File: src/rtl/chan_regs_pkg.sv
package chan_regs_pkg;

  // byte offsets inside the channel window
  localparam int OFF_RESID = 'h20;
  localparam int OFF_STAT  = 'h24;
  localparam int OFF_CTRL  = 'h28;
  localparam int OFF_CFG   = 'h2C;

  // command bit positions
  localparam int CB_SET_EN  = 0;
  localparam int CB_CLR_EN  = 1;
  localparam int CB_TRIG    = 2;
  localparam int CB_SRST    = 3;
  localparam int CB_CLR_REQ = 4;
  localparam int CB_CLR_END = 5;
  localparam int CB_CLR_TC  = 6;
  localparam int CB_SET_SUS = 8;
  localparam int CB_CLR_SUS = 9;

  // status bit positions
  localparam int SB_EN   = 0;
  localparam int SB_ACT  = 2;
  localparam int SB_ERR  = 4;
  localparam int SB_END  = 5;
  localparam int SB_TC   = 6;
  localparam int SB_DERR = 10;

  // configuration bit that selects block transfer mode
  localparam int CFG_BLOCK_BIT = 22;

  // flag slots
  localparam int F_EN    = 0;
  localparam int F_SUS   = 1;
  localparam int F_END   = 2;
  localparam int F_TC    = 3;
  localparam int F_ERR   = 4;
  localparam int F_DERR  = 5;
  localparam int NFLAG   = 6;

  typedef struct packed {
    logic set_en;
    logic clr_en;
    logic trig;
    logic srst;
    logic clr_req;
    logic clr_end;
    logic clr_tc;
    logic set_sus;
    logic clr_sus;
    logic cfg_we;
  } chan_cmd_t;

  // next state of one flag: soft reset first, then the set/clear conflict rule
  function automatic logic flag_next(input logic q, input logic set,
                                     input logic clr, input logic srst,
                                     input logic set_wins);
    logic n;
    if (srst)              n = 1'b0;
    else if (set && clr)   n = set_wins;
    else if (set)          n = 1'b1;
    else if (clr)          n = 1'b0;
    else                   n = q;
    return n;
  endfunction

endpackage

File: src/rtl/chan_cmd_decode.sv
module chan_cmd_decode
  import chan_regs_pkg::*;
#(
  parameter int ADDR_W = 6,
  parameter int DATA_W = 32
) (
  input  logic              bus_wr,
  input  logic [ADDR_W-1:0] bus_addr,
  input  logic [DATA_W-1:0] bus_wdata,
  input  logic              block_mode,
  output chan_cmd_t         cmd
);

  localparam logic [ADDR_W-1:0] A_CTRL = ADDR_W'(OFF_CTRL);
  localparam logic [ADDR_W-1:0] A_CFG  = ADDR_W'(OFF_CFG);

  logic ctrl_hit;
  logic unused_bits;

  assign ctrl_hit    = bus_wr && (bus_addr == A_CTRL);
  assign unused_bits = ^{bus_wdata[DATA_W-1:CB_CLR_SUS+1], bus_wdata[7]};

  always_comb begin
    cmd         = '0;
    cmd.set_en  = ctrl_hit && bus_wdata[CB_SET_EN];
    cmd.clr_en  = ctrl_hit && bus_wdata[CB_CLR_EN];
    cmd.trig    = ctrl_hit && bus_wdata[CB_TRIG] && block_mode;
    cmd.srst    = ctrl_hit && bus_wdata[CB_SRST];
    cmd.clr_req = ctrl_hit && bus_wdata[CB_CLR_REQ];
    cmd.clr_end = ctrl_hit && bus_wdata[CB_CLR_END];
    cmd.clr_tc  = ctrl_hit && bus_wdata[CB_CLR_TC];
    cmd.set_sus = ctrl_hit && bus_wdata[CB_SET_SUS];
    cmd.clr_sus = ctrl_hit && bus_wdata[CB_CLR_SUS];
    cmd.cfg_we  = bus_wr && (bus_addr == A_CFG);
  end

endmodule

File: src/rtl/chan_flag_cell.sv
module chan_flag_cell
  import chan_regs_pkg::*;
#(
  parameter bit SET_WINS = 1'b0
) (
  input  logic clk,
  input  logic rst_n,
  input  logic set_i,
  input  logic clr_i,
  input  logic srst_i,
  output logic q_o
);

  logic q_nx;
  assign q_nx = flag_next(q_o, set_i, clr_i, srst_i, SET_WINS);

  always_ff @(posedge clk or negedge rst_n) begin
    if (!rst_n) q_o <= 1'b0;
    else        q_o <= q_nx;
  end

  // soft reset empties the flag on the next edge
  p_flag_srst_r7: assert property (@(posedge clk) disable iff (!rst_n)
    srst_i |=> !q_o);

  // a set flag holds while neither its clear nor soft reset arrives
  p_flag_hold_r5: assert property (@(posedge clk) disable iff (!rst_n)
    (q_o && !clr_i && !srst_i) |=> q_o);

  // an uncontested set is taken
  p_flag_set_r3: assert property (@(posedge clk) disable iff (!rst_n)
    (set_i && !clr_i && !srst_i) |=> q_o);

endmodule

File: src/rtl/chan_read_mux.sv
module chan_read_mux
  import chan_regs_pkg::*;
#(
  parameter int ADDR_W = 6,
  parameter int DATA_W = 32
) (
  input  logic [ADDR_W-1:0] bus_addr,
  input  logic [DATA_W-1:0] residual,
  input  logic [DATA_W-1:0] status,
  input  logic [DATA_W-1:0] cfg,
  output logic [DATA_W-1:0] rdata
);

  localparam logic [ADDR_W-1:0] A_RESID = ADDR_W'(OFF_RESID);
  localparam logic [ADDR_W-1:0] A_STAT  = ADDR_W'(OFF_STAT);
  localparam logic [ADDR_W-1:0] A_CFG   = ADDR_W'(OFF_CFG);

  always_comb begin
    unique case (bus_addr)
      A_RESID: rdata = residual;
      A_STAT:  rdata = status;
      A_CFG:   rdata = cfg;
      default: rdata = '0;
    endcase
  end

endmodule

File: src/rtl/dma_chan_regs.sv
module dma_chan_regs
  import chan_regs_pkg::*;
#(
  parameter int ADDR_W = 6,
  parameter int DATA_W = 32
) (
  input  logic              clk,
  input  logic              rst_n,
  input  logic              bus_wr,
  input  logic [ADDR_W-1:0] bus_addr,
  input  logic [DATA_W-1:0] bus_wdata,
  output logic [DATA_W-1:0] bus_rdata,
  input  logic              eng_active,
  input  logic              eng_end,
  input  logic              eng_tc,
  input  logic              eng_err,
  input  logic              eng_desc_err,
  input  logic [DATA_W-1:0] eng_residual,
  output logic              chan_enable,
  output logic              chan_suspend,
  output logic              chan_trigger,
  output logic              chan_soft_reset,
  output logic              chan_req_clear,
  output logic [DATA_W-1:0] chan_cfg
);

  localparam logic [ADDR_W-1:0] A_CTRL = ADDR_W'(OFF_CTRL);
  // slots where an engine event beats a clear command in the same cycle
  localparam logic [NFLAG-1:0] SET_WINS_MASK =
    NFLAG'((1 << F_END) | (1 << F_TC));

  chan_cmd_t         cmd;
  logic [NFLAG-1:0]  f_set, f_clr, flags;
  logic [DATA_W-1:0] cfg_q, status_w;
  logic              trig_q, srst_q, reqclr_q;

  chan_cmd_decode #(.ADDR_W(ADDR_W), .DATA_W(DATA_W)) u_dec (
    .bus_wr     (bus_wr),
    .bus_addr   (bus_addr),
    .bus_wdata  (bus_wdata),
    .block_mode (cfg_q[CFG_BLOCK_BIT]),
    .cmd        (cmd)
  );

  always_comb begin
    f_set = '0;
    f_clr = '0;
    f_set[F_EN]   = cmd.set_en;
    f_clr[F_EN]   = cmd.clr_en;
    f_set[F_SUS]  = cmd.set_sus;
    f_clr[F_SUS]  = cmd.clr_sus;
    f_set[F_END]  = eng_end;
    f_clr[F_END]  = cmd.clr_end;
    f_set[F_TC]   = eng_tc;
    f_clr[F_TC]   = cmd.clr_tc;
    f_set[F_ERR]  = eng_err;
    f_set[F_DERR] = eng_desc_err;
  end

  for (genvar i = 0; i < NFLAG; i++) begin : g_flag
    chan_flag_cell #(.SET_WINS(SET_WINS_MASK[i])) u_flag (
      .clk    (clk),
      .rst_n  (rst_n),
      .set_i  (f_set[i]),
      .clr_i  (f_clr[i]),
      .srst_i (cmd.srst),
      .q_o    (flags[i])
    );
  end

  always_ff @(posedge clk or negedge rst_n) begin
    if (!rst_n) begin
      cfg_q    <= '0;
      trig_q   <= 1'b0;
      srst_q   <= 1'b0;
      reqclr_q <= 1'b0;
    end else begin
      if (cmd.cfg_we) cfg_q <= bus_wdata;
      trig_q   <= cmd.trig;
      srst_q   <= cmd.srst;
      reqclr_q <= cmd.clr_req;
    end
  end

  always_comb begin
    status_w          = '0;
    status_w[SB_EN]   = flags[F_EN];
    status_w[SB_ACT]  = eng_active;
    status_w[SB_ERR]  = flags[F_ERR];
    status_w[SB_END]  = flags[F_END];
    status_w[SB_TC]   = flags[F_TC];
    status_w[SB_DERR] = flags[F_DERR];
  end

  chan_read_mux #(.ADDR_W(ADDR_W), .DATA_W(DATA_W)) u_rd (
    .bus_addr (bus_addr),
    .residual (eng_residual),
    .status   (status_w),
    .cfg      (cfg_q),
    .rdata    (bus_rdata)
  );

  assign chan_enable     = flags[F_EN];
  assign chan_suspend    = flags[F_SUS];
  assign chan_trigger    = trig_q;
  assign chan_soft_reset = srst_q;
  assign chan_req_clear  = reqclr_q;
  assign chan_cfg        = cfg_q;

  // a command write carrying the enable-clear bit leaves enable low
  p_clr_en_wins_r3: assert property (@(posedge clk) disable iff (!rst_n)
    (bus_wr && bus_addr == A_CTRL && bus_wdata[CB_CLR_EN]) |=> !chan_enable);

  // a command write carrying the suspend-clear bit leaves suspend low
  p_clr_sus_wins_r4: assert property (@(posedge clk) disable iff (!rst_n)
    (bus_wr && bus_addr == A_CTRL && bus_wdata[CB_CLR_SUS]) |=> !chan_suspend);

  // while the soft-reset pulse is out, enable and suspend are already low
  p_srst_pulse_r7: assert property (@(posedge clk) disable iff (!rst_n)
    chan_soft_reset |-> (!chan_enable && !chan_suspend));

  // a trigger pulse is only seen with block mode selected
  p_trig_block_only_r8: assert property (@(posedge clk) disable iff (!rst_n)
    chan_trigger |-> chan_cfg[CFG_BLOCK_BIT]);

  // a request-clear pulse follows a command write with bit 4
  p_reqclr_cause_r9: assert property (@(posedge clk) disable iff (!rst_n)
    chan_req_clear |-> $past(bus_wr && bus_addr == A_CTRL && bus_wdata[CB_CLR_REQ]));

endmodule

File: config.mk
export PLATFORM = sky130hd
export DESIGN_NAME = dma_chan_regs
export DESIGN_NICKNAME = d
export VERILOG_FILES = /design/src/rtl/chan_regs_pkg.sv /design/src/rtl/chan_cmd_decode.sv /design/src/rtl/chan_flag_cell.sv /design/src/rtl/chan_read_mux.sv /design/src/rtl/dma_chan_regs.sv
export SDC_FILE = /design/constraint.sdc
export NUM_CORES = 1
export LEC_CHECK = 0
export ABC_AREA = 1
export ABC_CLOCK_PERIOD_IN_PS = 1400
export BUFFER_PORTS_ARGS = -buffer_cell sky130_fd_sc_hd__buf_2
export CAP_MARGIN = 20
export CORE_MARGIN = 4
export CORE_UTILIZATION = 43
export CTS_BUF_LIST = sky130_fd_sc_hd__clkbuf_8
export CTS_CLUSTER_DIAMETER = 50
export DETAILED_ROUTE_END_ITERATION = 8
export PLACE_DENSITY = 0.89
export SLEW_MARGIN = 20
export SYNTH_ARGS = -nofsm -noshare
export SYNTH_HDL_FRONTEND = slang
export SYNTH_SLANG_ARGS = --single-unit
File: constraint.sdc
create_clock -name clk -period 1.4 [get_ports clk]
set_input_delay 0.28 -clock clk [delete_from_list [all_inputs] [get_ports clk]]
set_output_delay 0.28 -clock clk [all_outputs]
set_load 0.02 [all_outputs]
==> results.txt, run 1 <==
Outcome: complete, but fails checks
Failing checks: negative setup slack
Diode count: 0
# fillers: 336
Clock root cell: clkbuf_8
Pwr per Cell Area: 805 nW/um^2
Switch Pwr: 1.01 mW
M1 WL: 3.11 mm
Final Wtd Congestion: 0.799
Initial antenna violation count: 0
Worst slew pin tran: 0.225 ns
Total CTS buffers: 5
Final setup viols: 32
Top Layer Used: met4
Port Buf Inserts: 146
Overflow after GRT: 0
Combinational cell fraction of total power: 24.5%
Sink Count: 41
Critical hold path startpoint: eng_err
Post-route ant nets: 0
Critical Path Max Stage Delay: 0.15 ns
Worst Path Required: 1.12 ns
Hold slack: 0.199 ns
Most common cell after layout, fill and taps aside: buf_2
Seq pwr share: 47.5%
Flop2flop setup slack: 0.65 ns
Top cells by area, synth: dfrtp_1 (46%), nand2_1 (22%), nand3_1 (15%), inv_1 (2.7%), buf_2 (2.0%)
Leakage: 2.37 nW
First-pass GRT wire length: 13.1 mm
Worst Path Buf+Inv: 4
Max Cap Viol: 0
#FFs+latches synth: 41
DR iter-0 viols: 96
Synthesized instance count: 303
Worst clock skew: 0.000224 ns
Fin crit share: 110%
Post-DP HPWL: 5.47 mm
Switching share of total power: 32.9%
Core Box Area: 4880 um^2
Crit path capture type: primary output
Mean post-synth cell area: 7.38 um^2
CP max FO: 15
I/O pin cnt: 147
Initial Utilization: 45.8%
CTS H-tree lvls: 2
Hold path depth: 3
All-layer global routing usage: 26.1%
Die X-Extent: 80.1 um
Share of post-route cells with drive strength above 1: 51.0%
Routed wire length: 8.59 mm
Remaining DRCs: 0
Die Area: 6420 um^2
VDD IR max: 0.000459 V
Worst R2R Start: g_flag[0].u_flag.q_o$_DFFE_PN0P_
Most frequent cells in the layout: buf_2 (111), nand2_1 (98), nand3_1 (63)
Ys Warns: 0
DR WL met3: 905 um
Clk Latency, worst-skew pair: 0.29 ns
Final worst setup slack: -0.146 ns
1st-pass router iterations: 5
Critical path class: input pin to primary output
Post-synth top area share: 45.9%
Pin count of the biggest net entering global routing: 42
Crit-path cells: buf_8 -> nor2_4 -> nand2_4 -> nor2_8 -> buf_4 -> buf_16 -> nand2_1 -> nand2_1 -> buf_4
Placement row count: 25
RSZ-0062 raised after global routing: yes
Die H: 80.1 um
Largest area contributor in the netlist: dfrtp_1
CP top delay family: buffers and inverters
Final instance area: 3800 um^2
Internal Power: 2.05 mW
Vias in the first global route: 2,792
Clock share of power: 28.1%
Total number of vias: 2,804
Slowest stage cell, crit path: buf_4
WL/cell: 16.0 um
Post-Syn Area: 2240 um^2
Hold path endpoint: g_flag[4].u_flag.q_o$_DFFE_PN0P_
Slew Viols, Final: 0
Startpoint types: input pin
Crit path arrival time: 1.27 ns
Vias per Instance: 5.23
FMAX: 647 MHz
Synth unique cells: 20
Hold Path Class: input pin to flop
CTS tree: yes
Area Growth Syn to Fin: 69.7%
CTS Buffer Depth: 2
Setup Total Neg Slack: -2.73 ns
Placed cell areas: 3160 um^2
Seq/Total Area, Yosys: 45.9%
Final #Nets: 546
Worst r2r path cells: 3
Clock transition at path regs: 0.08 ns
Met2 wire len: 4.35 mm
FF-to-FF End: g_flag[0].u_flag.q_o$_DFFE_PN0P_
Fin. Hold Viols: 0
Final Critical Period: 1.55 ns
Slew HR: 85.0%
Mapped Nets: 381
through the flow:
| stage | instances | util [%] | total power [mW] | setup slack (ns) |
|---|---|---|---|---|
| finish | 536 | 77.8 | 3.06 | -0.146 |
| global route | 536 | 77.8 | 3.20 | -0.214 |
| CTS | 535 | 75.6 | 3.03 | -0.125 |
| detailed placement | 517 | 64.7 | 2.13 | -0.188 |
| global placement | 517 | 64.7 | 2.11 | -0.155 |
| floorplan | 303 | - | 1.78 | 0.0716 |
cells in the mapped netlist (all sizes together):
cell type  number
nand2         136
nand3          68
dfrtp          41
buf            17
inv            17
nor2            9
o21ai           6
a21oi           2
clkbuf          2
o211ai          2
o21bai          2
nor3            1
layer usage:
| layer | global-route usage, % | vias to the layer above |
|---|---|---|
| met3 | 6.73 | 27 |
| met4 | 9.80 | 0 |
| li1 | - | 1299 |
| met1 | 29.7 | 1302 |
| met5 | 0 | - |
| met2 | 46.7 | 176 |
worst max path at each step:
stage / start / slack (ns) / cells after the start / to
detailed placement: bus_addr[5] / -0.19 / 9 / bus_rdata[8]
global route: bus_addr[5] / -0.21 / 10 / bus_rdata[29]
CTS: bus_addr[4] / -0.12 / 9 / bus_rdata[8]
floorplan: bus_addr[4] / 0.07 / 6 / bus_rdata[0]
finish: bus_addr[1] / -0.15 / 9 / bus_rdata[29]
global placement: bus_addr[4] / -0.16 / 8 / bus_rdata[8]
flip-flops by register name, summed over array words and instances (netlist names):
signal	flops
g_flag.u_flag.q_o	6
chan_req_clear	1
chan_trigger	1
chan_soft_reset	1
chan_cfg	32
cell type report:
cell class / count / area (um^2) / share of cell area (%)
clock inverter: 1 / 5.00 / 0.132
timing repair buffer: 177 / 1300 / 34.3
sequential: 41 / 1030 / 27.0
clock buffer: 7 / 96.3 / 2.54
inverter: 17 / 63.8 / 1.68
tap: 67 / 83.8 / 2.21
multi-input combinational: 226 / 1220 / 32.1
worst register-to-register path, delay by kind of cell (launching register included):
kind,cells,cell delay (ns)
compound gates,1,0.16
flops,1,0.40
buf+inv,1,0.04
simple gates,1,0.06
repair_timing:
action,CTS,global route
setup buffers,6,2
gates cloned,3,1
hold endpoints to repair,41,0
gates resized for setup,89,34
setup endpoints to repair,32,32
pin swaps,8,1
hold buffers,1,0
logic make-up (layout without fill, tap and decap cells):
| logic type | Yosys count | after routing | share of synthesized area (%) |
|---|---|---|---|
| simple gates | 214 | 214 | 42.3 |
| flops | 41 | 41 | 45.9 |
| buf+inv | 36 | 202 | 8.39 |
| compound gates | 12 | 12 | 3.47 |
power groups by stage:
stage | registers (mW) | logic [mW] | clock network, mW
2_1_floorplan | 1.58 | 0.197 | 0
3_3_place_gp | 1.43 | 0.675 | 0
3_5_place_dp | 1.44 | 0.695 | 0
4_1_cts | 1.43 | 0.733 | 0.874
5_1_grt | 1.47 | 0.815 | 0.918
6_report | 1.45 | 0.748 | 0.858
No activity file was read; power rests on OpenSTA's default activity.
==> run 2: changes to the inputs <==
--- a/config.mk
+++ b/config.mk
@@ -15,6 +15,7 @@
 export CTS_CLUSTER_DIAMETER = 50
 export DETAILED_ROUTE_END_ITERATION = 8
 export PLACE_DENSITY = 0.89
+export SKIP_LAST_GASP = 1
 export SLEW_MARGIN = 20
 export SYNTH_ARGS = -nofsm -noshare
 export SYNTH_HDL_FRONTEND = slang
==> results.txt, run 2 (synthesis results as in run 1) <==
Sink Count: 41
Hold path depth: 3
Total number of vias: 2,890
Max Cap Viol: 0
Dpl ws: -0.188 ns
Initial antenna violation count: 0
Final instance area: 3940 um^2
CTS Buffer Depth: 2
Most common cell after layout, fill and taps aside: buf_2
Flop2flop setup slack: 0.63 ns
Worst Path Required: 1.12 ns
Pwr per Cell Area: 785 nW/um^2
Fin. Hold Viols: 0
1st-pass router iterations: 4
Share of post-route cells with drive strength above 1: 53.1%
Setup Total Neg Slack: -3.95 ns
Die H: 80.1 um
Final Wtd Congestion: 0.799
Total CTS buffers: 5
Slew Viols, Final: 0
Fin crit share: 113%
Hold Path Class: input pin to flop
Die X-Extent: 80.1 um
CP max FO: 5
Max FFs per register: 32
DR iter-0 viols: 137
Remaining DRCs: 0
First-pass GRT wire length: 12.4 mm
Initial Utilization: 45.8%
Worst slew pin tran: 0.225 ns
RSZ-0062 raised after global routing: yes
Post-route ant nets: 0
Vias per Instance: 5.33
Clk Latency, worst-skew pair: 0.29 ns
All-layer global routing usage: 24.6%
Clock root cell: clkbuf_8
Critical path class: input pin to primary output
CTS tree: yes
Placement row count: 25
Final Critical Period: 1.58 ns
Most frequent cells in the layout: buf_2 (111), nand2_1 (99), nand3_1 (57)
CTS H-tree lvls: 2
Diode count: 0
Port Buf Inserts: 146
I/O pin cnt: 147
Final Util: 80.8%
Post-DP HPWL: 5.47 mm
VDD IR max: 0.000469 V
Final setup viols: 32
Final #Nets: 552
Pin count of the biggest net entering global routing: 42
Die Area: 6420 um^2
Vias in the first global route: 2,706
WL/cell: 17.2 um
Clock transition at path regs: 0.08 ns
Crit path arrival time: 1.30 ns
Worst clock skew: 0.00147 ns
Slew HR: 84.9%
Crit path capture type: primary output
Final worst setup slack: -0.183 ns
Leakage: 2.37 nW
Overflow after GRT: 0
Non-Filler Instances: 542
Placed cell areas: 3160 um^2
FMAX: 632 MHz
Placed cells: 517
Failing checks: negative setup slack
Outcome: complete, but fails checks
Area Growth Syn to Fin: 76.2%
Routed wire length: 9.30 mm
Startpoint types: input pin
Worst r2r path cells: 2
Core Box Area: 4880 um^2
[run 2: critical path: stages]
cell,delay (ns)
buf_8,0.10
nor2_4,0.13
nand2_4,0.09
nor2_8,0.14
buf_12,0.13
buf_6,0.10
buf_16,0.10
nand2_4,0.04
nand2_2,0.08
buf_6,0.12
[run 2: cell type report]
| cell class | count | area (um^2) |
|---|---|---|
| clock buffers | 7 | 96.3 |
| clock inverters | 1 | 5.00 |
| fillers | 320 | 938 |
| inverters | 17 | 63.8 |
| multi-input cells | 226 | 1250 |
| flip-flops and latches | 41 | 1030 |
| well taps | 67 | 83.8 |
| repair buffers | 183 | 1420 |
[run 2: per-stage QoR]
| step | power [mW] | hold WS, ns |
|---|---|---|
| 6_report | 3.09 | 0.214 |
| 5_1_grt | 3.23 | 0.219 |
| 4_1_cts | 3.03 | 0.190 |
| 3_5_place_dp | 2.13 | 0.273 |
| 3_3_place_gp | 2.11 | 0.267 |
| 2_1_floorplan | 1.78 | -0.0156 |
[run 2: repair_timing]
item / in CTS / in global routing
setup endpoints to repair: 32 / 32
gates resized for setup: 60 / 74
endpoints found under the hold margin: 41 / 0
cloned: 3 / 4
pin swaps: 6 / 10
hold buffers: 1 / 0
setup buffers: 6 / 5
[run 2: final timing paths]
check,endpoint,startpoint
max in group asynchronous,chan_cfg[16]$_DFFE_PN0P_,rst_n
max,bus_rdata[26],bus_addr[1]
min in group asynchronous,g_flag[0].u_flag.q_o$_DFFE_PN0P_,rst_n
min reg2reg,chan_cfg[20]$_DFFE_PN0P_,chan_cfg[20]$_DFFE_PN0P_
min,chan_trigger$_DFF_PN0_,bus_wdata[2]
max reg2reg,g_flag[4].u_flag.q_o$_DFFE_PN0P_,g_flag[4].u_flag.q_o$_DFFE_PN0P_
[run 2: metal layers]
metal / GRT usage, % / vias to the layer above / wire length [um]
met5: 0 / - / 0
met4: 6.25 / 0 / 225
met3: 6.39 / 22 / 987
met2: 44.9 / 185 / 4720
met1: 28.3 / 1371 / 3360
li1: - / 1312 / -
[run 2: power by group]
part	total, mW	leakage [nW]	switching, mW	internal (mW)
combinational	0.779	1.79	0.472	0.307
clock	0.866	0.0542	0.420	0.446
sequential	1.45	0.531	0.137	1.31
==> run 3: changes to the inputs <==
--- a/config.mk
+++ b/config.mk
@@ -7,7 +7,7 @@
 export LEC_CHECK = 0
 export ABC_AREA = 1
 export ABC_CLOCK_PERIOD_IN_PS = 1400
-export BUFFER_PORTS_ARGS = -buffer_cell sky130_fd_sc_hd__buf_2
+export BUFFER_PORTS_ARGS = -buffer_cell sky130_fd_sc_hd__buf_4
 export CAP_MARGIN = 20
 export CORE_MARGIN = 4
 export CORE_UTILIZATION = 43
==> results.txt, run 3 (synthesis results as in run 1) <==
Die X-Extent: 80.1 um
Critical Path Max Stage Delay: 0.18 ns
Slew HR: 64.9%
Critical path class: input pin to primary output
Worst clock skew: 0.000239 ns
Fin. Hold Viols: 0
CP top delay family: simple AND/OR/NAND/NOR gates
Most common cell after layout, fill and taps aside: buf_4
Outcome: complete, but fails checks
FF-to-FF End: g_flag[5].u_flag.q_o$_DFFE_PN0P_
Sink Count: 41
Share of post-route cells with drive strength above 1: 45.4%
Pwr per Cell Area: 825 nW/um^2
Slowest stage cell, crit path: nor2_8
Pin count of the biggest net entering global routing: 42
Hold slack: 0.215 ns
Fin crit share: 112%
Overflow after GRT: 0
Post-route ant nets: 0
Non-Filler Instances: 530
Diode count: 0
Placement row count: 25
CTS Buffer Depth: 2
Total CTS buffers: 5
CTS H-tree lvls: 2
Vias in the first global route: 2,773
Worst Path Buf+Inv: 3
Post-DP HPWL: 5.72 mm
Flop2flop setup slack: 0.43 ns
Critical Path Stages: 8
Area Growth Syn to Fin: 70.3%
Remaining DRCs: 0
FMAX: 637 MHz
Final worst setup slack: -0.169 ns
CTS tree: yes
Most frequent cells in the layout: buf_4 (150), nand2_1 (126), nand3_1 (61)
All-layer global routing usage: 26.0%
Final instance area: 3810 um^2
Clk Latency, worst-skew pair: 0.29 ns
Die Area: 6420 um^2
Hold Path Class: input pin to flop
Clock root cell: clkbuf_8
Slew Viols, Final: 0
Worst r2r path cells: 2
I/O pin cnt: 147
1st-pass router iterations: 7
Failing checks: negative setup slack
Total number of vias: 2,686
Placed cell areas: 3470 um^2
Crit path arrival time: 1.29 ns
Vias per Instance: 5.07
Startpoint types: input pin
Final Critical Period: 1.57 ns
DR iter-0 viols: 126
Leakage: 2.20 nW
Worst R2R Start: g_flag[5].u_flag.q_o$_DFFE_PN0P_
Initial antenna violation count: 0
Routed wire length: 8.43 mm
Placed cells: 514
Crit-path cells: buf_8 -> nor2_4 -> nand2_4 -> nor2_8 -> buf_4 -> nand2_1 -> nand3_2 -> buf_6
Core Box Area: 4880 um^2
Final #Nets: 540
Initial Utilization: 45.8%
WL/cell: 15.9 um
Die H: 80.1 um
Clock transition at path regs: 0.08 ns
CP endpoint: bus_rdata[6]
CP max FO: 6
Max FFs per register: 32
VDD IR max: 0.000484 V
Worst Path Required: 1.12 ns
Worst slew pin tran: 0.526 ns
Final setup viols: 32
First-pass GRT wire length: 13.0 mm
Final Wtd Congestion: 0.783
Critical Path Source: bus_addr[4]
Crit path capture type: primary output
Max Cap Viol: 0
RSZ-0062 raised after global routing: yes
Port Buf Inserts: 146
[run 3: cell count changes in the layout (fill, tap and decap cells not counted), sizes merged]
cell / previous run / this run
clkbuf: 10 / 7
buf: 179 / 170
[run 3: worst register-to-register path: stages, from the launching register on]
cell,delay [ns]
dfrtp_1,0.43
o21ai_0,0.31
inv_1,0.10
[run 3: worst min-delay path by stage]
stage,start,cells after the start,to,slack [ns]
5_1_grt,bus_wdata[30],3,chan_cfg[30]$_DFFE_PN0P_,0.22
6_report,bus_wdata[28],3,chan_cfg[28]$_DFFE_PN0P_,0.22
2_1_floorplan,rst_n,0,chan_cfg[0]$_DFFE_PN0P_,-0.02
3_5_place_dp,rst_n,1,chan_cfg[4]$_DFFE_PN0P_,0.29
3_3_place_gp,rst_n,1,g_flag[5].u_flag.q_o$_DFFE_PN0P_,0.29
4_1_cts,eng_err,3,g_flag[4].u_flag.q_o$_DFFE_PN0P_,0.20
[run 3: power by group]
part | leakage (nW) | switching [mW] | internal (mW) | total [mW]
registers | 0.531 | 0.114 | 1.31 | 1.43
clock network | 0.0542 | 0.400 | 0.446 | 0.846
logic | 1.62 | 0.460 | 0.409 | 0.869
total | 2.20 | 0.974 | 2.17 | 3.14
[run 3: cell type report]
| type | instances | area, um^2 |
|---|---|---|
| tap | 67 | 83.8 |
| inverter | 17 | 68.8 |
| multi-input combinational | 226 | 1110 |
| sequential | 41 | 1030 |
| clock inverter | 1 | 5.00 |
| fill | 322 | 1070 |
| clock buffer | 7 | 96.3 |
| timing repair buffer | 171 | 1420 |
[run 3: per-layer routing]
metal | wire [um] | vias to the layer above | track usage (%)
li1 | - | 1276 | -
met2 | 4230 | 126 | 46.5
met4 | 264 | 0 | 9.63
met1 | 3170 | 1269 | 29.6
met5 | 0 | - | 0
met3 | 760 | 15 | 6.95
[run 3: repair_timing]
action	in CTS	in global routing
endpoints found under the hold margin	41	0
pin swaps	8	4
cloned	1	0
setup buffers	5	2
endpoints found under the setup margin	32	33
hold buffers	1	0
resized for setup	33	15
[run 3: through the flow]
step                      power (mW)  TNS [ns]  setup slack [ns]  utilization [%]
after floorplan                 1.78         0            0.0716                -
after global placement          2.24     -4.30            -0.110             71.2
after detailed placement        2.27     -7.42            -0.150             71.2
after CTS                       3.15     -2.29           -0.0925             77.2
after global routing            3.30     -5.50            -0.213             78.1
final                           3.14     -3.80            -0.169             78.1
